**config.mk**
```make
export PLATFORM = sky130hd
export DESIGN_NAME = tnd_cmd_decoder
export DESIGN_NICKNAME = d
export VERILOG_FILES = /design/src/rtl/tnd_pkg.sv /design/src/rtl/tnd_cmd_decode.sv /design/src/rtl/tnd_base_addr.sv /design/src/rtl/tnd_tx_ctrl.sv /design/src/rtl/tnd_rx_ctrl.sv /design/src/rtl/tnd_cmd_decoder.sv
export SDC_FILE = /design/constraint.sdc
export NUM_CORES = 1
export LEC_CHECK = 0
export BUFFER_PORTS_ARGS = -buffer_cell sky130_fd_sc_hd__clkbuf_2
export CAP_MARGIN = 10
export CORE_ASPECT_RATIO = 1.25
export CORE_MARGIN = 2
export CORE_UTILIZATION = 43
export CTS_CLUSTER_DIAMETER = 120
export DETAILED_ROUTE_END_ITERATION = 16
export GPL_TIMING_DRIVEN = 0
export PLACE_DENSITY = 0.75
export SYNTH_ARGS = -nofsm -noshare
export SYNTH_HDL_FRONTEND = slang
export SYNTH_SLANG_ARGS = --single-unit
```
**constraint.sdc**
```tcl
create_clock -name clk -period 4.1 [get_ports clk]
set_clock_uncertainty 0.05 [all_clocks]
set_input_delay 1.23 -clock clk [delete_from_list [all_inputs] [get_ports clk]]
set_output_delay 1.23 -clock clk [all_outputs]
set_load 0.05 [all_outputs]
```
**src/rtl/tnd_pkg.sv**
```systemverilog
package tnd_pkg;

   typedef enum logic [2:0] {
      CK_NONE,
      CK_CLR_IRQ,
      CK_DIS_TX,
      CK_DIS_RX,
      CK_EN_RX,
      CK_EN_TX,
      CK_CFG
   } cmd_kind_e;

   typedef struct packed {
      cmd_kind_e  kind;
      logic [1:0] page;
      logic       fine;
      logic       bcast;
      logic       long_en;
   } cmd_t;

endpackage

```
**src/rtl/tnd_cmd_decode.sv**
```systemverilog
module tnd_cmd_decode
   import tnd_pkg::*;
(
   input  logic       wr,
   input  logic [7:0] data,
   output cmd_t       cmd
);

   logic is_en_tx;
   logic is_en_rx;
   logic is_cfg;

   assign is_en_tx = (data[7:6] == 2'b00) && (data[2:0] == 3'b011);
   assign is_en_rx = (data[6] == 1'b0)    && (data[2:0] == 3'b100);
   assign is_cfg   = (data[7:4] == 4'h0)  && (data[2:0] == 3'b101);

   always_comb begin
      cmd.page    = data[4:3];
      cmd.fine    = data[5];
      cmd.bcast   = data[7];
      cmd.long_en = data[3];
      cmd.kind    = CK_NONE;
      if (wr) begin
         if (data == 8'h00)      cmd.kind = CK_CLR_IRQ;
         else if (data == 8'h01) cmd.kind = CK_DIS_TX;
         else if (data == 8'h02) cmd.kind = CK_DIS_RX;
         else if (is_en_tx)      cmd.kind = CK_EN_TX;
         else if (is_en_rx)      cmd.kind = CK_EN_RX;
         else if (is_cfg)        cmd.kind = CK_CFG;
      end
   end

endmodule

```
**src/rtl/tnd_base_addr.sv**
```systemverilog
module tnd_base_addr #(
   parameter int ADDR_W  = 11,
   parameter bit FINE_EN = 1'b1
) (
   input  logic [1:0]        page,
   input  logic              fine,
   output logic [ADDR_W-1:0] addr
);

   localparam int LOW_W = ADDR_W - 3;

   generate
      if (FINE_EN) begin : g_fine
         assign addr = {page, fine, {LOW_W{1'b0}}};
      end else begin : g_coarse
         logic unused_fine;
         assign unused_fine = fine;
         assign addr = {page, 1'b0, {LOW_W{1'b0}}};
      end
   endgenerate

endmodule

```
**src/rtl/tnd_tx_ctrl.sv**
```systemverilog
module tnd_tx_ctrl
   import tnd_pkg::*;
(
   input  logic       clk,
   input  logic       rst_n,
   input  cmd_t       cmd,
   input  logic       tok,
   input  logic       done,
   input  logic       ack,
   output logic       avail,
   output logic       acked,
   output logic       irq,
   output logic       pending,
   output logic       busy,
   output logic [1:0] page,
   output logic       fine
);

   logic       avail_q, acked_q, irq_q, pend_q, busy_q, dis_q, fine_q;
   logic [1:0] page_q;
   logic       avail_d, acked_d, irq_d, pend_d, busy_d, dis_d, fine_d;
   logic [1:0] page_d;
   logic       irq_set;

   always_comb begin
      avail_d = avail_q;
      acked_d = acked_q;
      irq_d   = irq_q;
      pend_d  = pend_q;
      busy_d  = busy_q;
      dis_d   = dis_q;
      page_d  = page_q;
      fine_d  = fine_q;
      irq_set = 1'b0;
      // network events on current state
      if (busy_q) begin
         if (ack) acked_d = 1'b1;
         if (done) begin
            busy_d  = 1'b0;
            avail_d = 1'b1;
            irq_set = 1'b1;
         end
      end else if (tok) begin
         if (pend_q) begin
            pend_d = 1'b0;
            busy_d = 1'b1;
         end else if (dis_q) begin
            dis_d   = 1'b0;
            avail_d = 1'b1;
            irq_set = 1'b1;
         end
      end
      if (irq_set) irq_d = 1'b1;
      // host command on the resulting state
      unique case (cmd.kind)
         CK_CLR_IRQ: if (!irq_set) irq_d = 1'b0;
         CK_EN_TX: begin
            if (!busy_d) begin
               pend_d  = 1'b1;
               avail_d = 1'b0;
               acked_d = 1'b0;
               dis_d   = 1'b0;
               page_d  = cmd.page;
               fine_d  = cmd.fine;
            end
         end
         CK_DIS_TX: begin
            if (!busy_d) begin
               pend_d = 1'b0;
               dis_d  = 1'b1;
            end
         end
         default: ;
      endcase
   end

   always_ff @(posedge clk or negedge rst_n) begin
      if (!rst_n) begin
         avail_q <= 1'b1;
         acked_q <= 1'b0;
         irq_q   <= 1'b0;
         pend_q  <= 1'b0;
         busy_q  <= 1'b0;
         dis_q   <= 1'b0;
         page_q  <= 2'd0;
         fine_q  <= 1'b0;
      end else begin
         avail_q <= avail_d;
         acked_q <= acked_d;
         irq_q   <= irq_d;
         pend_q  <= pend_d;
         busy_q  <= busy_d;
         dis_q   <= dis_d;
         page_q  <= page_d;
         fine_q  <= fine_d;
      end
   end

   assign avail   = avail_q;
   assign acked   = acked_q;
   assign irq     = irq_q;
   assign pending = pend_q;
   assign busy    = busy_q;
   assign page    = page_q;
   assign fine    = fine_q;

endmodule

```
**src/rtl/tnd_rx_ctrl.sv**
```systemverilog
module tnd_rx_ctrl
   import tnd_pkg::*;
(
   input  logic       clk,
   input  logic       rst_n,
   input  cmd_t       cmd,
   input  logic       tok,
   input  logic       start,
   input  logic       done,
   output logic       inhibit,
   output logic       pending,
   output logic       busy,
   output logic       bcast,
   output logic [1:0] page,
   output logic       fine
);

   logic       inh_q, pend_q, busy_q, dis_q, bc_q, fine_q;
   logic [1:0] page_q;
   logic       inh_d, pend_d, busy_d, dis_d, bc_d, fine_d;
   logic [1:0] page_d;

   always_comb begin
      inh_d  = inh_q;
      pend_d = pend_q;
      busy_d = busy_q;
      dis_d  = dis_q;
      bc_d   = bc_q;
      page_d = page_q;
      fine_d = fine_q;
      // network events on current state
      if (busy_q) begin
         if (done) begin
            busy_d = 1'b0;
            inh_d  = 1'b1;
         end
      end else if (pend_q && start) begin
         pend_d = 1'b0;
         busy_d = 1'b1;
      end
      if (tok && dis_q && !busy_q) begin
         dis_d = 1'b0;
         inh_d = 1'b1;
      end
      // host command on the resulting state
      unique case (cmd.kind)
         CK_EN_RX: begin
            if (!busy_d) begin
               inh_d  = 1'b0;
               pend_d = 1'b1;
               dis_d  = 1'b0;
               bc_d   = cmd.bcast;
               page_d = cmd.page;
               fine_d = cmd.fine;
            end
         end
         CK_DIS_RX: begin
            if (!busy_d) begin
               pend_d = 1'b0;
               dis_d  = 1'b1;
            end
         end
         default: ;
      endcase
   end

   always_ff @(posedge clk or negedge rst_n) begin
      if (!rst_n) begin
         inh_q  <= 1'b1;
         pend_q <= 1'b0;
         busy_q <= 1'b0;
         dis_q  <= 1'b0;
         bc_q   <= 1'b0;
         page_q <= 2'd0;
         fine_q <= 1'b0;
      end else begin
         inh_q  <= inh_d;
         pend_q <= pend_d;
         busy_q <= busy_d;
         dis_q  <= dis_d;
         bc_q   <= bc_d;
         page_q <= page_d;
         fine_q <= fine_d;
      end
   end

   assign inhibit = inh_q;
   assign pending = pend_q;
   assign busy    = busy_q;
   assign bcast   = bc_q;
   assign page    = page_q;
   assign fine    = fine_q;

endmodule

```
**src/rtl/tnd_cmd_decoder.sv**
```systemverilog
module tnd_cmd_decoder
   import tnd_pkg::*;
#(
   parameter int RAM_ADDR_W = 11,
   parameter bit FINE_EN    = 1'b1
) (
   input  logic                  clk,
   input  logic                  rst_n,
   input  logic                  cmd_wr,
   input  logic [7:0]            cmd_data,
   input  logic                  ev_token,
   input  logic                  ev_rx_start,
   input  logic                  ev_rx_done,
   input  logic                  ev_tx_done,
   input  logic                  ev_ack,
   output logic                  tx_avail,
   output logic                  tx_acked,
   output logic                  tx_irq,
   output logic                  tx_pending,
   output logic                  tx_busy,
   output logic                  rx_inhibit,
   output logic                  rx_pending,
   output logic                  rx_busy,
   output logic                  bcast_en,
   output logic                  long_pkt_en,
   output logic [RAM_ADDR_W-1:0] tx_base_addr,
   output logic [RAM_ADDR_W-1:0] rx_base_addr
);

   localparam int PAGE_BITS = 2;
   localparam int MIN_ADDR_W = PAGE_BITS + 2;

   generate
      if (RAM_ADDR_W < MIN_ADDR_W) begin : g_bad_width
         $error("RAM_ADDR_W too small for page plus offset fields");
      end
   endgenerate

   cmd_t             cmd;
   logic [1:0]       tx_page, rx_page;
   logic             tx_fine, rx_fine;
   logic             long_q;

   tnd_cmd_decode u_dec (
      .wr   (cmd_wr),
      .data (cmd_data),
      .cmd  (cmd)
   );

   tnd_tx_ctrl u_tx (
      .clk     (clk),
      .rst_n   (rst_n),
      .cmd     (cmd),
      .tok     (ev_token),
      .done    (ev_tx_done),
      .ack     (ev_ack),
      .avail   (tx_avail),
      .acked   (tx_acked),
      .irq     (tx_irq),
      .pending (tx_pending),
      .busy    (tx_busy),
      .page    (tx_page),
      .fine    (tx_fine)
   );

   tnd_rx_ctrl u_rx (
      .clk     (clk),
      .rst_n   (rst_n),
      .cmd     (cmd),
      .tok     (ev_token),
      .start   (ev_rx_start),
      .done    (ev_rx_done),
      .inhibit (rx_inhibit),
      .pending (rx_pending),
      .busy    (rx_busy),
      .bcast   (bcast_en),
      .page    (rx_page),
      .fine    (rx_fine)
   );

   tnd_base_addr #(.ADDR_W(RAM_ADDR_W), .FINE_EN(FINE_EN)) u_tx_addr (
      .page (tx_page),
      .fine (tx_fine),
      .addr (tx_base_addr)
   );

   tnd_base_addr #(.ADDR_W(RAM_ADDR_W), .FINE_EN(FINE_EN)) u_rx_addr (
      .page (rx_page),
      .fine (rx_fine),
      .addr (rx_base_addr)
   );

   always_ff @(posedge clk or negedge rst_n) begin
      if (!rst_n)                 long_q <= 1'b0;
      else if (cmd.kind == CK_CFG) long_q <= cmd.long_en;
   end

   assign long_pkt_en = long_q;

endmodule

```
==> flow_summary_export.csv, run 1 <==
group,metric,value,unit
outcome,outcome,"finished, final reports clean",
worst_hold_path,hold_class,"flop to flop",
drt,routedWlPerCell,11.0,um
floorplan,die-area,2820,sq um
worst_setup_path,critical_path.top_delay_family,"simple AND/OR/NAND/NOR gates",
timing,drv_slew,0,
floorplan,chipHeight,58.9,um
cts,clock_sinks,18,
global_route,grt_pass1_wl,3090,um
cts,cts_resized,0,
floorplan,rows,19,
timing,setup_slack,1.59,ns
drt,via_per_inst,4.69,
timing,holdWs,0.426,ns
worst_setup_path,critPathSlowestCell,"nor4_2",
cts,tritoncts,"built",
cts,cts_buffers,3,
cts,clock_latency,0.30,ns
worst_setup_path,cp.required,4.24,ns
global_route,antenna_found_initial,0,
timing,fmax,398,MHz
worst_setup_path,cp.depth,5,
place,gp_congestion,0.809,
layout,final_common_cell,"clkbuf_2",
global_route,grtUsageTotal,15.4,%
global_route,grt_pass1_vias,748,
worst_setup_path,cp_num_buf_inv,1,
layout,fin_cells,176,
worst_setup_path,max_stage_delay,0.45,ns
pwr,p_per_area,408,nW/um^2
logic_synthesis,synth_cells,95,
timing,finalCritPeriodShare,61.3,%
worst_setup_path,reg2reg_depth,3,
layout,layout_common_cells,"31 x clkbuf_2, 18 x buf_4, 16 x conb_1, 16 x dfrtp_1",
logic_synthesis,synth_top_area_cell,"dfrtp_1",
worst_hold_path,min_path_cells,2,
logic_synthesis,synth.avg_cell_area,10.9,sq um
floorplan,initial_core_util,46.4,%
timing,setup_tns,0,ns
place,dp_cells,172,
global_route,grt_max_degree,19,
place,dp_hpwl,1540,um
drt,drc,0,
cts,clockBufferDepth,2,
timing,setup_viol,0,
logic_synthesis,synth_top_area_share,38.6,%
cts,path_clk_slew,0.10,ns
worst_setup_path,worstSetupEndpointType,"flop",
timing,hold_viol,0,
floorplan,die_x,47.9,um
cts,htree_levels,1,
drt,dr_total_vias,825,
place,port-buffer-count,31,
drt,first_iter_violations,14,
logic_synthesis,ys_warn_count,0,
floorplan,fp.coreArea,2230,sq um
drt,drtPass1Iterations,4,
cts,cts_setup_buffers,0,
worst_setup_path,crit_fanout,7,
worst_setup_path,start_kind,"input port",
job,max-cap-violations,0,
layout,syn_to_final_growth,27.7,%
logic_synthesis,synth_area_leaders,"dfrtp_1 39%, buf_4 13%, mux2_4 5.8%",
cts,postCtsHoldBufs,0,
timing,rsz0062_at_grt,"false",
logic_synthesis,syn_area,1040,sq um
worst_setup_path,path_cells,"clkbuf_2 > nor4_2 > a2bb2oi_1 > nor3_4 > mux2_1",
layout,nets,162,
drt,drt-total-wl,1930,um
logic_synthesis,ys_seq_elements,18,
drt,ant_nets,0,
worst_setup_path,critPathArrivalTime,2.65,ns
logic_synthesis,seq_area_frac_synth,43.7,%
cts,root_buffer,"clkbuf_4",
worst_setup_path,path_class,"input port to flop",
layout,n_antenna_cell,0,
layout,drive_gt1_share,46.2,%
timing,period_minus_slack,2.51,ns
pwr,power_leakage,0.703,nW
logic_synthesis,yosysUniqueCellTypes,34,
global_route,gr-total-overflow,0,
place,place_worst_setup_slack,1.24,ns
pwr,ir_drop,0.000242,V
floorplan,io_pins,48,
worst_setup_path,r2r_slack,2.52,ns
cell families after synthesis:
logic type | Yosys count | synth area share [%]
flops | 18 | 43.7
mux | 10 | 12.1
other cells | 1 | 0.362
buf+inv | 22 | 14.5
compound gates | 18 | 11.8
simple gates | 26 | 17.5
worst min-delay path, delay by kind of cell, from the launching register on:
family          cells  cell delay, ns
compound gates      1            0.05
buf+inv             1            0.04
flops               1            0.38
cells in the mapped netlist (all sizes together):
library cell	number
nor2b	1
or2	1
nor3b	1
nor3	5
nand4	1
nand2	5
a31o	1
and4bb	1
nor4	2
nand3	1
o211ai	1
a21bo	1
dfstp	2
conb	1
inv	4
nor2	3
mux2	8
o21bai	4
a221oi	1
a2bb2oi	1
a21oi	5
nand2b	2
dfrtp	16
mux2i	2
buf	18
nand3b	2
and3b	1
o21ai	4
final cells by class:
class                      instances  area [sq um]
buffer                            18           135
clock buffer                       4          36.3
fill                             204           912
inverter                           4          15.0
multi-input combinational         70           489
sequential                        18           453
tap                               31          38.8
timing repair buffer              31           155
power by group:
part	leakage [nW]	switching (mW)	internal (mW)	total, mW
logic	0.448	0.151	0.0611	0.212
registers	0.234	0.0139	0.204	0.218
clock network	0.0210	0.0554	0.0543	0.110
total	0.703	0.221	0.319	0.540
path summary, 6_finish.rpt:
| check | start | to |
|---|---|---|
| worst min-delay path | u_tx.avail$_DFF_PN1_ | u_tx.avail$_DFF_PN1_ |
| worst min register to register | u_tx.avail$_DFF_PN1_ | u_tx.avail$_DFF_PN1_ |
| worst max-delay path | cmd_data[6] | u_tx.page[1]$_DFFE_PN0P_ |
| min in group asynchronous | rst_n | u_rx.bcast$_DFFE_PN0P_ |
| max in group asynchronous | rst_n | u_rx.inhibit$_DFF_PN1_ |
| worst max register to register | u_tx.busy$_DFF_PN0_ | u_tx.page[1]$_DFFE_PN0P_ |
state kept, by name (all words and copies together), names as in the netlist:
name / flops
u_rx.busy: 1
u_tx.avail: 1
u_rx.bcast: 1
u_rx.dis_q: 1
u_tx.pending: 1
u_rx.pending: 1
u_tx.irq: 1
u_tx.acked: 1
u_rx.inhibit: 1
u_rx.page: 2
u_tx.busy: 1
u_tx.fine: 1
u_rx.fine: 1
long_pkt_en: 1
u_tx.dis_q: 1
u_tx.page: 2
metrics by stage:
step	util, %	instance area [sq um]	total power, mW
2_1_floorplan	-	1090	0.389
3_3_place_gp	57.6	1290	0.431
3_5_place_dp	57.6	1290	0.434
4_1_cts	59.2	1320	0.546
5_1_grt	59.2	1320	0.564
6_report	59.2	1320	0.540
layer usage:
metal / share of wire (%) / up-vias / track usage [%]
met5: 0 / - / 0
li1: - / 405 / -
met3: 7.4 / 5 / 3.37
met2: 49 / 33 / 24.8
met1: 41 / 382 / 19.2
met4: 2.2 / 0 / 6.95
Power figures use the tool's default switching activity.
==> inputs of run 2 (changes only) <==
--- a/config.mk
+++ b/config.mk
@@ -9,11 +9,11 @@
 export CAP_MARGIN = 10
 export CORE_ASPECT_RATIO = 1.25
 export CORE_MARGIN = 2
-export CORE_UTILIZATION = 43
+export CORE_UTILIZATION = 41
 export CTS_CLUSTER_DIAMETER = 120
 export DETAILED_ROUTE_END_ITERATION = 16
 export GPL_TIMING_DRIVEN = 0
-export PLACE_DENSITY = 0.75
+export PLACE_DENSITY = 0.74
 export SYNTH_ARGS = -nofsm -noshare
 export SYNTH_HDL_FRONTEND = slang
 export SYNTH_SLANG_ARGS = --single-unit
==> constraint.sdc (replaced) <==
create_clock -name clk -period 2.2 [get_ports clk]
set_clock_uncertainty 0.05 [all_clocks]
set_input_delay 0.66 -clock clk [delete_from_list [all_inputs] [get_ports clk]]
set_output_delay 0.66 -clock clk [all_outputs]
set_load 0.05 [all_outputs]
==> flow_summary_export.csv, run 2 (synthesis gave the netlist of run 1 again) <==
group,metric,value,unit
outcome,outcome,"finished, final reports clean",
timing,setup_tns,0,ns
floorplan,initial_core_util,42.7,%
layout,layout_common_cells,"31 x clkbuf_2, 18 x buf_4, 16 x conb_1, 16 x dfrtp_1",
place,place_worst_setup_slack,-0.0823,ns
cts,cts_resized,0,
worst_setup_path,path_cells,"clkbuf_2 > nor4_2 > a2bb2oi_1 > nor3_4 > mux2_1",
layout,final_area,1330,sq um
place,dp_hpwl,1550,um
global_route,grt_pass1_wl,3330,um
worst_setup_path,cp_num_buf_inv,1,
timing,drv_slew,0,
cts,clock_latency,0.30,ns
drt,drt-total-wl,1950,um
layout,fin_cells,178,
timing,hold_viol,0,
worst_setup_path,path_class,"input port to flop",
worst_setup_path,max_stage_delay,0.48,ns
cts,postCtsHoldBufs,0,
drt,ant_nets,0,
layout,final_common_cell,"clkbuf_2",
drt,dr_total_vias,811,
layout,drive_gt1_share,46.2,%
worst_hold_path,hold_class,"input port to async pin",
timing,period_minus_slack,1.96,ns
layout,n_antenna_cell,0,
worst_setup_path,critPathSlowestCell,"nor4_2",
global_route,antenna_found_initial,0,
global_route,grt_max_degree,19,
place,place_area,1290,sq um
layout,syn_to_final_growth,27.9,%
timing,fmax,510,MHz
global_route,gr-total-overflow,0,
timing,finalCritPeriodShare,89.1,%
place,gp_congestion,0.794,
place,port-buffer-count,31,
floorplan,rows,20,
drt,routedWlPerCell,11.0,um
worst_setup_path,cp.depth,5,
floorplan,chipHeight,60.2,um
timing,setup_slack,0.240,ns
cts,tritoncts,"built",
cts,htree_levels,1,
drt,via_per_inst,4.56,
layout,nets,162,
drt,drc,0,
worst_setup_path,critical_path.top_delay_family,"simple AND/OR/NAND/NOR gates",
worst_setup_path,critPathArrivalTime,2.10,ns
global_route,grtUsageTotal,14.7,%
drt,drtPass1Iterations,4,
worst_setup_path,start_kind,"input port",
worst_setup_path,cp.required,2.34,ns
layout,final_util,54.6,%
cts,root_buffer,"clkbuf_4",
floorplan,die_x,49.0,um
floorplan,fp.coreArea,2430,sq um
timing,holdWs,0.231,ns
cts,clock_sinks,18,
worst_setup_path,reg2reg_depth,3,
timing,setup_viol,0,
pwr,power_leakage,0.703,nW
pwr,ir_drop,0.000523,V
cts,cts_buffers,3,
job,max-cap-violations,0,
pwr,p_per_area,762,nW/um^2
floorplan,io_pins,48,
worst_setup_path,r2r_slack,0.64,ns
floorplan,die-area,2950,sq um
worst_setup_path,worstSetupEndpointType,"flop",
timing,rsz0062_at_grt,"false",
pwr,p_total,1.01,mW
drt,first_iter_violations,6,
place,dp_cells,174,
worst_setup_path,crit_fanout,7,
cts,clockBufferDepth,2,
cts,cts_setup_buffers,0,
cts,path_clk_slew,0.10,ns
global_route,grt_pass1_vias,761,
==> run 2: cell counts in the layout (fill, tap and decap cells not counted) <==
Identical to the previous run, type by type.
==> run 2: cell type report <==
cell class	count	area (sq um)
multi-input combinational	70	489
clock buffer	4	36.3
sequential	18	453
inverter	4	15.0
fill	232	1100
buffer	18	135
timing repair buffer	31	155
tap	33	41.3
==> run 2: metal layers <==
layer | vias up | wire length, um | global-route usage, %
met3 | 5 | 90 | 2.50
met5 | - | 0 | 0
met1 | 376 | 851 | 18.0
li1 | 403 | - | -
met4 | 0 | 37 | 7.35
met2 | 27 | 972 | 25.2
==> run 2: path summary, 6_finish.rpt <==
kind	from	endpoint
worst max-delay path	cmd_data[6]	u_tx.fine$_DFFE_PN0P_
worst min-delay path	rst_n	u_tx.page[1]$_DFFE_PN0P_
worst max register to register	u_tx.busy$_DFF_PN0_	u_tx.fine$_DFFE_PN0P_
worst min register to register	u_tx.avail$_DFF_PN1_	u_tx.avail$_DFF_PN1_
max in group asynchronous	rst_n	u_tx.avail$_DFF_PN1_
min in group clk	u_tx.avail$_DFF_PN1_	u_tx.avail$_DFF_PN1_
==> run 2: worst reg2reg max path, cell delays in order, from the launching register on <==
cell and delay, ns:
dfrtp_1 0.45, mux2i_1 0.21, nor3_4 0.38, mux2_1 0.36
==> run 2: report_power, final <==
part | internal, mW | total, mW | switching, mW | leakage [nW]
logic | 0.114 | 0.398 | 0.284 | 0.448
registers | 0.380 | 0.404 | 0.0237 | 0.234
clock network | 0.101 | 0.207 | 0.106 | 0.0210
total | 0.595 | 1.01 | 0.414 | 0.703
